`src/rtl/sstx_pkg.sv`:
```
package sstx_pkg;
    // One-cycle clock events seen by the frame sequencer
    typedef struct packed {
        logic lead;   // clock leaves its idle level
        logic trail;  // clock returns to its idle level
    } sck_evt_t;
endpackage

```
`src/rtl/sstx_bitsel.sv`:
```
module sstx_bitsel #(
    parameter int W  = 16,
    parameter int IW = 4
) (
    input  logic [W-1:0]  word,
    input  logic [IW-1:0] idx,
    input  logic [IW-1:0] lenm1,
    input  logic          lsb_first,
    output logic          bit_o
);
    logic [IW-1:0] pos;
    always_comb begin
        pos   = lsb_first ? idx : IW'(lenm1 - idx);
        bit_o = word[pos];
    end
endmodule

```
`src/rtl/sstx_sck_gen.sv`:
```
module sstx_sck_gen
    import sstx_pkg::*;
#(
    parameter int DIV_W = 8
) (
    input  logic             clk,
    input  logic             rst_n,
    input  logic             run,
    input  logic             master,
    input  logic             idle_lvl,
    input  logic [DIV_W-1:0] div,
    input  logic             sck_in,
    output logic             sck_o,
    output sck_evt_t         evt
);
    typedef struct packed {
        logic [DIV_W-1:0] cnt;
        logic             sck;
        logic             s1;
        logic             s2;
        logic             s3;
    } gen_t;

    gen_t q, d;
    logic tick, chg;

    always_comb begin
        d    = q;
        d.s1 = sck_in;
        d.s2 = q.s1;
        d.s3 = q.s2;
        tick = run && master && (q.cnt == div);
        chg  = run && !master && (q.s2 != q.s3);
        if (!run) begin
            d.cnt = '0;
            d.sck = idle_lvl;
        end else if (master) begin
            if (tick) begin
                d.cnt = '0;
                d.sck = !q.sck;
            end else begin
                d.cnt = q.cnt + 1'b1;
            end
        end
        evt.lead  = (tick && (q.sck == idle_lvl)) || (chg && (q.s2 != idle_lvl));
        evt.trail = (tick && (q.sck != idle_lvl)) || (chg && (q.s2 == idle_lvl));
    end

    always_ff @(posedge clk or negedge rst_n) begin
        if (!rst_n) begin
            q <= '{cnt: '0, sck: 1'b1, s1: 1'b1, s2: 1'b1, s3: 1'b1};
        end else begin
            q <= d;
        end
    end

    assign sck_o = q.sck;

    AST_SCK_IDLE: assert property (@(posedge clk) disable iff (!rst_n)
        !run |=> (sck_o == $past(idle_lvl))) else $error("sck not idle");
endmodule

```
`src/rtl/sync_ser_tx.sv`:
```
module sync_ser_tx
    import sstx_pkg::*;
#(
    parameter int MAX_BITS = 16,
    parameter int MIN_BITS = 8,
    parameter int DIV_W    = 8,
    localparam int IDX_W   = $clog2(MAX_BITS),
    localparam int LEN_W   = $clog2(MAX_BITS + 1)
) (
    input  logic                clk,
    input  logic                rst_n,
    input  logic                tx_en,
    input  logic                master,
    input  logic                cpol,
    input  logic                cpha,
    input  logic                lsb_first,
    input  logic [LEN_W-1:0]    frame_len,
    input  logic [DIV_W-1:0]    clk_div,
    input  logic                ie_empty,
    input  logic                ie_end,
    input  logic                wr_en,
    input  logic [MAX_BITS-1:0] wr_data,
    input  logic                tend_clr,
    input  logic                overrun,
    input  logic                sck_in,
    output logic                sck_out,
    output logic                sck_oe,
    output logic                sdo,
    output logic                buf_empty,
    output logic                tx_end,
    output logic                irq_empty,
    output logic                irq_end
);
    typedef struct packed {
        logic [MAX_BITS-1:0] hold;
        logic                full;
        logic                busy;
        logic                tend;
        logic [MAX_BITS-1:0] shreg;
        logic [IDX_W-1:0]    idx;
        logic                sdo;
        logic                irq_e;
        logic                irq_t;
    } st_t;

    st_t q, d;
    sck_evt_t evt;
    logic [LEN_W-1:0] len_eff;
    logic [IDX_W-1:0] lenm1, idx_nxt;
    logic bit_cur, bit_nxt, bit_first, wr_acc, can_load;

    always_comb begin
        if (frame_len < LEN_W'(MIN_BITS))      len_eff = LEN_W'(MIN_BITS);
        else if (frame_len > LEN_W'(MAX_BITS)) len_eff = LEN_W'(MAX_BITS);
        else                                   len_eff = frame_len;
        lenm1   = IDX_W'(len_eff - 1'b1);
        idx_nxt = q.idx + 1'b1;
    end

    sstx_sck_gen #(.DIV_W(DIV_W)) i_sck_gen (
        .clk(clk), .rst_n(rst_n), .run(q.busy), .master(master),
        .idle_lvl(cpol), .div(clk_div), .sck_in(sck_in),
        .sck_o(sck_out), .evt(evt)
    );

    sstx_bitsel #(.W(MAX_BITS), .IW(IDX_W)) i_sel_cur (
        .word(q.shreg), .idx(q.idx), .lenm1(lenm1),
        .lsb_first(lsb_first), .bit_o(bit_cur));
    sstx_bitsel #(.W(MAX_BITS), .IW(IDX_W)) i_sel_nxt (
        .word(q.shreg), .idx(idx_nxt), .lenm1(lenm1),
        .lsb_first(lsb_first), .bit_o(bit_nxt));
    sstx_bitsel #(.W(MAX_BITS), .IW(IDX_W)) i_sel_first (
        .word(q.hold), .idx('0), .lenm1(lenm1),
        .lsb_first(lsb_first), .bit_o(bit_first));

    always_comb begin
        d        = q;
        d.irq_e  = 1'b0;
        d.irq_t  = 1'b0;
        wr_acc   = wr_en && tx_en;
        can_load = tx_en && q.full && !overrun;

        if (!tx_en) begin
            d.busy = 1'b0;
        end else if (q.busy) begin
            if (evt.lead && !cpha) d.sdo = bit_cur;
            if (evt.trail) begin
                if (q.idx == lenm1) begin
                    if (can_load) begin
                        d.shreg = q.hold;
                        d.full  = 1'b0;
                        d.idx   = '0;
                        d.irq_e = ie_empty;
                        if (cpha) d.sdo = bit_first;
                    end else begin
                        d.busy = 1'b0;
                        if (!q.full) begin
                            d.tend  = 1'b1;
                            d.irq_t = ie_end;
                        end
                    end
                end else begin
                    d.idx = idx_nxt;
                    if (cpha) d.sdo = bit_nxt;
                end
            end
        end else if (can_load) begin
            d.shreg = q.hold;
            d.full  = 1'b0;
            d.busy  = 1'b1;
            d.idx   = '0;
            d.irq_e = ie_empty;
            if (cpha) d.sdo = bit_first;
        end

        if (tend_clr) d.tend = 1'b0;
        if (wr_acc) begin
            d.hold  = wr_data;
            d.full  = 1'b1;
            d.tend  = 1'b0;
            d.irq_e = 1'b0;
        end
    end

    always_ff @(posedge clk or negedge rst_n) begin
        if (!rst_n) begin
            q <= '{hold: '0, full: 1'b0, busy: 1'b0, tend: 1'b0, shreg: '0,
                   idx: '0, sdo: 1'b1, irq_e: 1'b0, irq_t: 1'b0};
        end else begin
            q <= d;
        end
    end

    assign sck_oe    = master;
    assign sdo       = q.sdo;
    assign buf_empty = !q.full;
    assign tx_end    = q.tend;
    assign irq_empty = q.irq_e;
    assign irq_end   = q.irq_t;

    AST_ABORT_STOPS: assert property (@(posedge clk) disable iff (!rst_n)
        !tx_en |=> !q.busy) else $error("frame not aborted");
    AST_NO_START_OVR: assert property (@(posedge clk) disable iff (!rst_n)
        $rose(q.busy) |-> !$past(overrun)) else $error("start during overrun");
    AST_TEND_DRAINED: assert property (@(posedge clk) disable iff (!rst_n)
        $rose(tx_end) |-> buf_empty) else $error("tx_end with data waiting");
    AST_IRQ_EMPTY_EDGE: assert property (@(posedge clk) disable iff (!rst_n)
        irq_empty |-> (buf_empty && !$past(buf_empty))) else $error("stray irq_empty");
    AST_WRITE_IGNORED: assert property (@(posedge clk) disable iff (!rst_n)
        (wr_en && !tx_en && buf_empty) |=> buf_empty) else $error("write accepted while disabled");
endmodule

```
`config.mk`:
```
export PLATFORM = sky130hd
export DESIGN_NAME = sync_ser_tx
export DESIGN_NICKNAME = d
export VERILOG_FILES = /design/src/rtl/sstx_pkg.sv /design/src/rtl/sstx_bitsel.sv /design/src/rtl/sstx_sck_gen.sv /design/src/rtl/sync_ser_tx.sv
export SDC_FILE = /design/constraint.sdc
export NUM_CORES = 1
export LEC_CHECK = 0
export BUFFER_PORTS_ARGS = -buffer_cell sky130_fd_sc_hd__buf_2
export CAP_MARGIN = 20
export CORE_ASPECT_RATIO = 0.5
export CORE_MARGIN = 4
export CORE_UTILIZATION = 40
export CTS_BUF_LIST = sky130_fd_sc_hd__clkbuf_16
export DETAILED_ROUTE_END_ITERATION = 16
export PLACE_DENSITY = 0.61
export SLEW_MARGIN = 20
export SYNTH_ARGS = -nofsm -noshare
export SYNTH_HDL_FRONTEND = slang
export SYNTH_HIERARCHICAL = 1
export SYNTH_SLANG_ARGS = --single-unit
export TNS_END_PERCENT = 10
```
`constraint.sdc`:
```
create_clock -name clk -period 3.67 [get_ports clk]
set_clock_uncertainty 0.2 [all_clocks]
set_input_delay 0.9175 -clock clk [delete_from_list [all_inputs] [get_ports clk]]
set_output_delay 0.9175 -clock clk [all_outputs]
set_load 0.05 [all_outputs]
```
==> results of run 1 <==
[layout make-up]
type                       count  area share [%]
clock buffer                   5           2.484
clock inverter                 3          0.9689
inverter                      47           3.702
multi-input combinational    304           53.04
sequential                    54           26.96
tap                          135           3.354
timing repair buffer          75           9.491
[sequential cells by signal, indices dropped and copies added, names as in the netlist]
register	count
i_sck_gen/q	9
i_sck_gen/sck_o	1
irq_empty	1
irq_end	1
tx_end	1
q	38
i_sck_gen/d	2
sdo	1
[synthesized netlist by cell type (all sizes together), types with 2 or more instances]
library cell	number	area, µm²
nor3b	2	15.01
dfstp	5	131.4
o2111ai	7	61.31
mux2i	11	110.1
o31ai	2	15.01
nand2b	11	103.9
nand4	5	31.28
a31oi	7	43.79
or4	3	26.27
o32ai	21	262.8
buf	9	101.4
nor2	7	26.28
o32a	3	30.03
a211oi	21	157.7
and3	21	135.1
nand2	17	112.6
ha	12	150.1
o21ai	17	85.08
nor3	11	60.06
xor2	6	52.55
a2111oi	7	61.31
nand3	4	20.02
a32oi	7	61.31
o21a	4	30.03
a21oi	4	23.77
inv	47	181.4
nand3b	6	57.56
fa	3	60.06
o211ai	5	37.54
xnor2	20	175.2
mux2	19	214.0
nor2b	6	37.54
o311ai	4	35.04
nor4	3	33.78
or3	7	43.79
clkbuf	7	26.28
dfrtp	49	1226
[power by group]
| part | internal (mW) | switching (mW) |
|---|---|---|
| clock network | 0.327 | 0.238 |
| registers | 0.704 | 0.121 |
| logic | 0.418 | 0.486 |
[logic make-up after synthesis]
family	after synthesis	synth area share, %
AND/OR/NAND/NOR	107	17.76
other	1	0.09055
flip-flops	54	32.78
buffers and inverters	63	7.462
multiplexers	30	7.825
adder cells (fa/ha/maj)	15	5.075
AO/OA/AOI/OAI	116	23.50
XOR/XNOR	26	5.499
[metal layers]
layer / routed length, µm / vias up
met5: 0 / -
met4: 88 / 0
met3: 505 / 9
met2: 4274 / 96
met1: 5579 / 1697
li1: - / 1705
[repair_timing]
action | CTS | global route
endpoints found under the hold margin | 0 | 0
hold buffers | 0 | 0
pin swaps | 13 | 11
cloned | 0 | 0
endpoints found under the setup margin | 1 | 1
resized for setup | 12 | 20
buffers inserted | 3 | 0
[final timing paths]
kind	startpoint	endpoint	cells past startpoint	slack, ns
worst min register to register	i_sck_gen/d[1]	i_sck_gen/d[0]	0	0.17
min in group asynchronous	rst_n	i_sck_gen/q[7]	1	0.34
worst max register to register	q[3]	sdo	12	0.36
worst min-delay path	i_sck_gen/d[1]	i_sck_gen/d[0]	0	0.17
worst max-delay path	frame_len[4]	sdo	14	-0.21
max in group asynchronous	rst_n	i_sck_gen/q[0]	2	2.23
==> results.md, run 1 <==
* # diodes at 0
* Cts bufs inserted at 5
* Aggregate routed wire length at 10450 µm
* Register area at 1358 µm²
* Final core utilization at 51.60%
* Peak-usage layer in the global routing report: met1
* Post-synth ARST share at 100.0%
* Final period utilization at 105.7%
* Maximum root-to-sink buffer count at 2
* Synth Instances at 412
* Ratio of routed vias to standard cells at 5.629
* Clock input transition at the sequential cells of the worst setup and hold paths at 0.07 ns
* Unique masters post-synth at 65
* Fill cells at 896
* Final routed DRC violation total at 0
* Global routing usage on met2 at 25.22%
* Die outline width at 151.9 µm
* Area used by multi-input combinational logic at 2671 µm²
* Met1 Resource Use GR at 26.88%
* Slowest Stage Delay on Critical Path at 0.59 ns
* Htree depth at 2
* Initial DRT Pass Iterations at 4
* Wire length of the first global-routing pass at 17190 µm
* Startpoint-to-endpoint class of the critical path: in -> reg
* Met3 Use GR at 2.707%
* Mean cell area of the mapped netlist at 10.05 µm²
* Synthesized flop and latch total at 54
* Worst Hold Slack at 0.1668 ns
* Violation count after the first detailed-route iteration at 253
* Post-synthesis to final-layout area growth at 21.60%
* Most common cell after layout, fill and taps aside: dfrtp_1
* Cell mode on critical path: a2111oi_2
* Status: complete, but fails checks
* Arrival time at the worst endpoint at 3.89 ns
* GRT Total Usage at 17.38%
* Cell at the slowest stage of the critical path: fa_2
* Setup repair after global routing missed its margin: true
* Total count of max-transition violations in the final report at 0
* Non-Filler Cell Area, Final at 5036 µm²
* LEAKAGE at 2.100 nW
* Filler-free cell count of the finished design at 623
* Antenna violations before repair at 0
* Kind of cell with the highest combined delay on the critical path: compound AO/OA/AOI/OAI gates
* Layout cell share with drive strength beyond 1 at 33.61%
* Core box area at 9759 µm²
* Total power draw at 2.294 mW
* PwrDens at 455.5 nW/µm²
* Worst Setup Start Kind: input pin
* Synth Flop Type: dfrtp_1
* Failing checks: negative setup slack
* Half-perimeter wire length after placement at 7934 µm
* Average detailed-routed wire length per instance at 16.77 µm
* Post-place setup slack at -0.5092 ns
* Die outline area at 12140 µm²
* Class of the tightest hold or removal check: reg -> reg
* Sequential-to-total area share from yosys stat at 32.78%
* Die height at 79.95 µm
* Max transition margin at 49.10%
* Via Count at 3507
* Overflow left after global routing at 0
* Min cycle time layout at 3.880 ns
* TritonCTS clock tree: built
* Weighted congestion at the end of routability-driven global placement at 0.8408
* Netlist Area Pre-Place at 4141 µm²
* Number of maximum-capacitance violations at 0
* Actual transition at the worst max-transition pin at 0.7581 ns
* TNS Setup at -0.2102 ns
* Root buffer cell: clkbuf_16
* Largest vdd supply drop at 263.0 µV
* Residual antenna-violating net count after detailed routing at 0
* Maximum number of pins on one net before global-route repair at 36
* Clk Latency, worst-skew pair at 0.30 ns
* Critical path fanouts, max at 5
* Initial core utilization at 42.44%
* Capturing element type of the critical path: flip-flop
* Count of synthesis-stage warnings from yosys at 6
* Final count of negative-setup-slack endpoints at 1
* Number of cells in the design after placement at 612
* Hold Violations, Final at 0
* Maximum frequency from static timing analysis at 257.7 MHz
* Placed Area at 4692 µm²
* Final setup margin at -0.2102 ns
* CP bufs+invs at 2
* EDFF count, synth at 0
* Endpoint required time on the critical path at 3.68 ns
* Site row count at 25
* Cell Chain, Critical Path: buf_6 > nand3b_1 > ha_4 > inv_4 > fa_2 > nor2_2 > a32oi_2 > a211oi_2 > a2111oi_2 > mux2_4 > mux2i_2 > o32ai_2 > a2111oi_2 > a211oi_1
* Via count of the first global-routing pass at 3347
* Final #Nets at 544
* Quantity of I/O buffers inserted on ports at 48
* IO Pins at 49
* Total number of clock tree sinks at 54
* Highest-count cells in the layout ignoring fill and taps: 49 x dfrtp_1, 47 x buf_2, 41 x inv_1, 24 x buf_4
(Power assumes the default switching activity.)
==> run 2: changes to the inputs <==
RECOVER_POWER = 25   (was default)
clock period = 3.95 ns   (was 3.67 ns; I/O delays follow)
==> run 2 against run 1 <==
Compared with the run above:
- the flow finishes with violations (max-capacitance violations, max-slew violations, negative setup slack)
- sequential power shrank 7.0%
- power shrank 7.7%
- flip-flop and latch count is the same
- worst setup slack gained 0.15 ns
- largest power group unchanged
- non-clock buffer count shrank 2
- die area is the same
- count of clock-buffer cells in the layout is the same
- routed wire length grew 2.9%
- global-route usage grew 0.52 points
- design area shrank 0.99%
==> results.md, run 2 (synthesized netlist as in run 1, its figures left out) <==
* Site row count at 25 (unchanged)
* PwrDens at 424.7 nW/µm² (-6.8%)
* Die outline area at 12140 µm² (unchanged)
* Endpoint required time on the critical path at 3.96 ns (+0.28 ns)
* Reg power frac at 36.2% (+0.3 points)
* Min cycle time layout at 4.014 ns
* Most common cell after layout, fill and taps aside: dfrtp_1
* Proportion of power drawn by the clock network at 24.1% (-0.5 points)
* Actual transition at the worst max-transition pin at 1.920 ns (+1.162 ns)
* Overflow left after global routing at 0 (unchanged)
* Arrival time at the worst endpoint at 4.02 ns (+0.13 ns)
* Worst Hold Launch: i_sck_gen/d[1]
* Final routed DRC violation total at 0 (unchanged)
* Setup repair after global routing missed its margin: true
* Reg-to-Reg End: sdo
* Violation count after the first detailed-route iteration at 305 (+21%)
* Failing checks: max-capacitance violations, max-slew violations, negative setup slack
* Highest-count cells in the layout ignoring fill and taps: 49 x dfrtp_1, 47 x buf_2, 41 x inv_1, 24 x buf_4
* # diodes at 0 (unchanged)
* Startpoint-to-endpoint class of the critical path: in -> reg
* Class of the tightest hold or removal check: reg -> reg
* Max transition margin at -28.00% (-77 points)
* Number of flip-flops in the largest register at 38 (unchanged)
* Number of maximum-capacitance violations at 1 (+1)
* Final period utilization at 101.6%
* Largest register by flop count: q
* Final setup margin at -0.06417 ns (+0.1461 ns)
* Final #Nets at 542 (-0.37%)
* Via Count at 3558 (+1.5%)
* Initial DRT Pass Iterations at 5 (+1)
* Clock input transition at the sequential cells of the worst setup and hold paths at 0.07 ns (about the same)
* Maximum number of pins on one net before global-route repair at 36 (unchanged)
* Average detailed-routed wire length per instance at 17.31 µm (+3.2%)
* Worst Setup Start Kind: input pin
* Htree depth at 2 (unchanged)
* Worst r2r src: q[3]
* Half-perimeter wire length after placement at 8076 µm (+1.8%)
* Final count of negative-setup-slack endpoints at 1 (unchanged)
* Largest vdd supply drop at 236.6 µV (-10%)
* Maximum frequency from static timing analysis at 249.1 MHz
* Cell at the slowest stage of the critical path: fa_2
* IO Pins at 49 (unchanged)
* TNS Setup at -0.06417 ns (+0.1461 ns)
* Amount of wire on met2 after detailed routing at 4442 µm (+3.9%)
* Capturing element type of the critical path: flip-flop
* Worst Hold Slack at 0.1726 ns (+0.005856 ns)
* Maximum root-to-sink buffer count at 2 (unchanged)
* Wire length of the first global-routing pass at 17670 µm (+2.8%)
* Cts hold-fix bufs at 0 (unchanged)
* Initial core utilization at 42.44% (unchanged)
* Via count of the first global-routing pass at 3403 (+1.7%)
* Die height at 79.95 µm (unchanged)
* Ratio of routed vias to standard cells at 5.729 (+1.8%)
* Quantity of I/O buffers inserted on ports at 48 (unchanged)
* Gate power share at 39.8% (+0.4 points)
* Highest Signal Layer: met4
* Post-synthesis to final-layout area growth at 20.39%
* Worst reg2reg setup slack at 0.50 ns (+0.14 ns)
* Total count of max-transition violations in the final report at 35 (+35)
* LEAKAGE at 2.085 nW (-0.74%)
* Root buffer cell: clkbuf_16
* WL met1 at 5644 µm (+1.2%)
* Weighted congestion at the end of routability-driven global placement at 0.8015 (-4.7%)
* Layout cell share with drive strength beyond 1 at 32.51% (-1.1 points)
* Final core utilization at 51.09% (-0.51 points)
* Hold Violations, Final at 0 (unchanged)
* R2R depth at 12 (unchanged)
* Hold Path Sink: i_sck_gen/d[0]
* Core box area at 9759 µm² (unchanged)
* Int Pwr at 1.336 mW (-7.8%)
* Slowest Stage Delay on Critical Path at 0.61 ns (+0.02 ns)
* Aggregate routed wire length at 10750 µm (+2.9%)
* Routed met3 length at 573 µm (+13%)
* Critical path fanouts, max at 5 (unchanged)
* Residual antenna-violating net count after detailed routing at 0 (unchanged)
* Total number of clock tree sinks at 54 (unchanged)
* Cell mode on critical path: a2111oi_2
* Share of total power consumed by net switching at 36.89% (+0.063 points)
* Sw Pwr at 781.1 µW (-7.5%)
* Total power draw at 2.118 mW (-7.7%)
* Antenna violations before repair at 0 (unchanged)
* Clk Latency, worst-skew pair at 0.30 ns (about the same)
* Cell Chain, Critical Path: buf_2 > nand3b_1 > ha_4 > inv_4 > fa_2 > nor2_4 > a32oi_2 > a211oi_2 > a2111oi_2 > mux2_4 > mux2i_1 > o32ai_2 > a2111oi_2 > a211oi_1
* Number of stages on the worst hold path at 0 (unchanged)
* GRT Total Usage at 17.90% (+0.52 points)
* Die outline width at 151.9 µm (unchanged)
* TritonCTS clock tree: built
* Status: complete, but fails checks
* Cts bufs inserted at 5 (unchanged)
-- run 2: how the worst max path moves through the flow --
stage	end	start	slack, ns	cells after the start
6_report	sdo	frame_len[4]	-0.06	14
5_1_grt	sdo	frame_len[4]	-0.19	15
4_1_cts	sdo	frame_len[4]	-0.009	14
3_3_place_gp	sdo	frame_len[4]	-0.20	16
2_1_floorplan	sdo	frame_len[4]	-0.05	13
3_5_place_dp	sdo	frame_len[4]	-0.37	16
-- run 2: per-stage QoR --
step / setup slack [ns] / area [µm²] / std cells
floorplan: -0.04931 / 4205 / 421
global placement: -0.2004 / 4659 / 611
detailed placement: -0.3669 / 4659 / 611
CTS: -0.009433 / 4941 / 621
global route: -0.1936 / 4986 / 621
finish: -0.06417 / 4986 / 621
-- run 2: timing repair --
item,in CTS,in global routing
pin swaps,11,10
setup buffers,2,0
gates resized for setup,23,8
setup endpoints to repair,1,1
-- run 2: area by class of cell --
type / instances / area [µm²]
fillers: 910 / 4773
multi-input cells: 304 / 2675
flip-flops and latches: 54 / 1358
repair buffers: 73 / 430.4
inverters: 47 / 186.4
well taps: 135 / 168.9
clock buffers: 5 / 125.1
clock inverters: 3 / 42.54
-- run 2: critical path, delay by kind of cell --
kind,cells,cell delay [ns]
AO/OA/AOI/OAI,6,1.32
adder cells (fa/ha/maj),2,0.95
buffers and inverters,2,0.16
multiplexers,2,0.30
AND/OR/NAND/NOR,2,0.30
-- run 2: routing by layer --
layer  vias to the layer above  GRT usage [%]
met2                        94          26.06
li1                       1719              -
met3                        10          3.032
met5                         -              0
met1                      1735          27.60
met4                         0          3.498
-- run 2: power groups by stage --
stage,clock network [mW],registers (mW),logic (mW)
global placement,0,0.769,0.745
floorplan,0,0.742,0.565
finish,0.509,0.766,0.842
detailed placement,0,0.768,0.757
CTS,0.522,0.761,0.812
global route,0.540,0.777,0.919
==> run 3: changes to the inputs <==
ABC_AREA = 1   (was default)
==> run 3 against run 2 <==
Compared with the run above:
- the run now ends clean
- fmax increased by 12%
- routed wire length decreased by 12%
- count of clock-buffer cells in the layout unchanged
- via count increased by 4.0%
- flip-flop and latch count unchanged
- sequential share of layout area increased by 0.82 points
- critical path depth increased by 5
- clock power decreased by 16%
- synthesized cell count increased by 48%
- area after synthesis increased by 3.0%
- first-iteration DRC count decreased by 37%
- design area decreased by 2.9%
- critical path type unchanged
- largest power group is now sequential cells
==> results.md, run 3 <==
* Final #Nets at 728 (+34%)
* Non-Filler Cell Area, Final at 4841 µm² (-2.9%)
* Average detailed-routed wire length per instance at 11.64 µm (-33%)
* Initial core utilization at 41.37% (-1.1 points)
* Maximum frequency from static timing analysis at 279.9 MHz (+12%)
* XOR/XNOR share of the synthesized area at 4.516% (-0.98 points)
* Die outline area at 12480 µm² (+2.8%)
* Basic-gate share of the synthesized area counting and, or, nand and nor cells at 36.13% (+18 points)
* Startpoint-to-endpoint class of the critical path: in -> reg
* Fill cells at 1037 (+14%)
* Sequential-to-total area share from yosys stat at 31.82% (-0.96 points)
* Adder-cell share of the synthesized area at 4.927% (-0.15 points)
* Worst Hold Launch: i_sck_gen/d[1]
* Post-synth ARST share at 100.0% (unchanged)
* Worst setup path end: sdo
* Synth Flop Type: dfrtp_1
* Library cell occupying the most area in the post-synthesis netlist: dfrtp_1
* Worst reg2reg setup slack at 0.94 ns (+0.44 ns)
* GRT Total Usage at 15.70% (-2.2 points)
* TNS Setup at 0 ns (+0.06417 ns)
* Clk Latency, worst-skew pair at 0.29 ns (about the same)
* Mean cell area of the mapped netlist at 6.994 µm² (-30%)
* Netlist Area Pre-Place at 4267 µm² (+3.0%)
* Via Count at 3699 (+4.0%)
* Number of maximum-capacitance violations at 0 (-1)
* Maximum root-to-sink buffer count at 2 (unchanged)
* Total number of clock tree sinks at 54 (unchanged)
* Commonest cells in the netlist: 165 x nand2_1, 112 x inv_1, 68 x nand3_1, 49 x dfrtp_1, 36 x nor2_1
* Worst r2r src: q[3]
* Most common cell after layout, fill and taps aside: nand2_1
* Share of the synthesized area in the top cell type at 28.74% (-0.87 points)
* EDFF count, synth at 0 (unchanged)
* Min cycle time layout at 3.573 ns (-0.4416 ns)
* Capturing element type of the critical path: flip-flop
* PwrDens at 363.3 nW/µm² (-14%)
* Maximum number of pins on one net before global-route repair at 32 (-11%)
* Antenna violations before repair at 0 (unchanged)
* # diodes at 0 (unchanged)
* IO Pins at 49 (unchanged)
* Post-place setup slack at 0.0001115 ns (+0.3670 ns)
* Cts bufs inserted at 5 (unchanged)
* Aggregate routed wire length at 9453 µm (-12%)
* Half-perimeter wire length after placement at 7671 µm (-5.0%)
* Unique masters post-synth at 36 (-45%)
* Dominant combinational cell family by area after synthesis: simple AND/OR/NAND/NOR gates
* Clock input transition at the sequential cells of the worst setup and hold paths at 0.07 ns (about the same)
* Placed Area at 4690 µm² (+0.64%)
* Weighted congestion at the end of routability-driven global placement at 0.9286 (+16%)
* Root buffer cell: clkbuf_16
* Quantity of I/O buffers inserted on ports at 48 (unchanged)
* Via count of the first global-routing pass at 3556 (+4.5%)
* Worst Setup Start Kind: input pin
* Compound-cell area share of the yosys netlist at 9.941% (-14 points)
* Number of flip-flops in the largest register at 38 (unchanged)
* Actual transition at the worst max-transition pin at 1.308 ns (-0.6123 ns)
* Total count of max-transition violations in the final report at 0 (-100%)
* R2R depth at 16 (+4)
* Ratio of routed vias to standard cells at 4.555 (-20%)
* Htree depth at 2 (unchanged)
* Setup repair after global routing missed its margin: false
* TritonCTS clock tree: built
* Final routed DRC violation total at 0 (unchanged)
* Critical path startpoint: frame_len[3]
* Count of synthesis-stage warnings from yosys at 6 (unchanged)
* Hold Violations, Final at 0 (unchanged)
* Critical path fanouts, max at 6 (+1)
* Synth Instances at 610 (+48%)
* Class of the tightest hold or removal check: reg -> reg
* Endpoint required time on the critical path at 3.97 ns (about the same)
* Cts hold-fix bufs at 0 (unchanged)
* Post-synthesis to final-layout area growth at 13.46%
* Biggest area contributors in the synthesized netlist: dfrtp_1 29%, nand2_1 15%, inv_1 9.9%
* Layout cell share with drive strength beyond 1 at 19.49% (-13 points)
* Final setup margin at 0.3774 ns (+0.4416 ns)
* Share of synthesized area spent on multiplexers at 0.7918% (-7.0 points)
* Max transition margin at 12.82% (+41 points)
* Final period utilization at 90.45% (-11 points)
* Residual antenna-violating net count after detailed routing at 0 (unchanged)
* Arrival time at the worst endpoint at 3.60 ns (-0.42 ns)
* Die height at 81.03 µm (+1.4%)
* Violation count after the first detailed-route iteration at 193 (-37%)
* Largest vdd supply drop at 185.7 µV (-22%)
* LEAKAGE at 2.587 nW (+24%)
* Reg-to-Reg End: sdo
* Synthesized flop and latch total at 54 (unchanged)
* Final count of negative-setup-slack endpoints at 0 (-1)
* Die outline width at 154.1 µm (+1.4%)
* Leading cell type by number of instances after synthesis: nand2_1
* Number of stages on the worst hold path at 0 (unchanged)
* Highest-count cells in the layout ignoring fill and taps: 165 x nand2_1, 111 x inv_1, 68 x nand3_1, 49 x dfrtp_1, 47 x buf_2
* Largest register by flop count: q
* Core box area at 10310 µm² (+5.7%)
* Site row count at 26 (+4.0%)
* Wire length of the first global-routing pass at 16280 µm (-7.8%)
* Overflow left after global routing at 0 (unchanged)
* Initial DRT Pass Iterations at 4 (-1)
* Status: finished, final reports clean
-- run 3: logic make-up (layout without fill, tap and decap cells) --
family                   count (synthesis)  count (layout)
AO/OA/AOI/OAI                           64              64
adder cells (fa/ha/maj)                 15              15
buffers and inverters                  125             179
XOR/XNOR                                22              22
AND/OR/NAND/NOR                        326             326
other                                    1               9
flip-flops                              54              54
multiplexers                             3               3
-- run 3: worst max-delay path, cell delays in order --
cell and delay (ns):
buf_2 0.14, inv_2 0.05, nor2_4 0.10, nand2_1 0.07, ha_1 0.32, inv_2 0.10, fa_1 0.51, o21ai_1 0.29
nand3_1 0.13, nand2_1 0.08, nand2_1 0.05, nand2_1 0.06, nand2_1 0.04, nand2_1 0.05, o21ai_0 0.12, o21ai_0 0.16
o21bai_1 0.13, nand3_1 0.09, a21oi_1 0.13
-- run 3: where the power goes --
group | switching, mW | total, mW | leakage (nW) | internal (mW)
Clock | 0.196 | 0.428 | 0.0689 | 0.232
Combinational | 0.347 | 0.572 | 1.86 | 0.225
Sequential | 0.105 | 0.759 | 0.657 | 0.653
-- run 3: worst min-delay path by stage --
stage | endpoint | slack (ns)
after floorplan | i_sck_gen/d[0] | 0.15
final | i_sck_gen/d[0] | 0.16
after global placement | i_sck_gen/d[0] | 0.15
after detailed placement | i_sck_gen/d[0] | 0.15
after global routing | i_sck_gen/d[0] | 0.17
after CTS | i_sck_gen/d[0] | 0.16
-- run 3: area by class of cell --
type / instances / area (µm²) / share of cell area (%)
Inverter: 118 / 450.4 / 9.305
Sequential cell: 54 / 1358 / 28.04
Multi-Input combinational cell: 439 / 2436 / 50.32
Tap cell: 140 / 175.2 / 3.619
Clock inverter: 3 / 16.27 / 0.3360
Clock buffer: 5 / 125.1 / 2.585
Timing Repair Buffer: 53 / 280.3 / 5.790
-- run 3: layer usage --
metal	up-vias	routed length [µm]	global-route usage, %
met3	2	250	2.927
met5	-	0	0
li1	2014	-	-
met4	0	17	2.203
met1	1634	4994	22.00
met2	49	4190	26.17
-- run 3: repair_timing --
item                                    CTS  global route
resized for setup                         0             1
endpoints found under the setup margin    0             1
buffers inserted                          0             0
-- run 3: through the flow --
stage / power, mW / hold slack (ns) / std cells / utilization, %
floorplan: 1.181 / 0.1452 / 618 / -
global route: 1.895 / 0.1702 / 812 / 46.94
finish: 1.759 / 0.1638 / 812 / 46.94
detailed placement: 1.341 / 0.1491 / 803 / 45.47
CTS: 1.772 / 0.1590 / 811 / 46.85
global placement: 1.333 / 0.1460 / 803 / 45.47
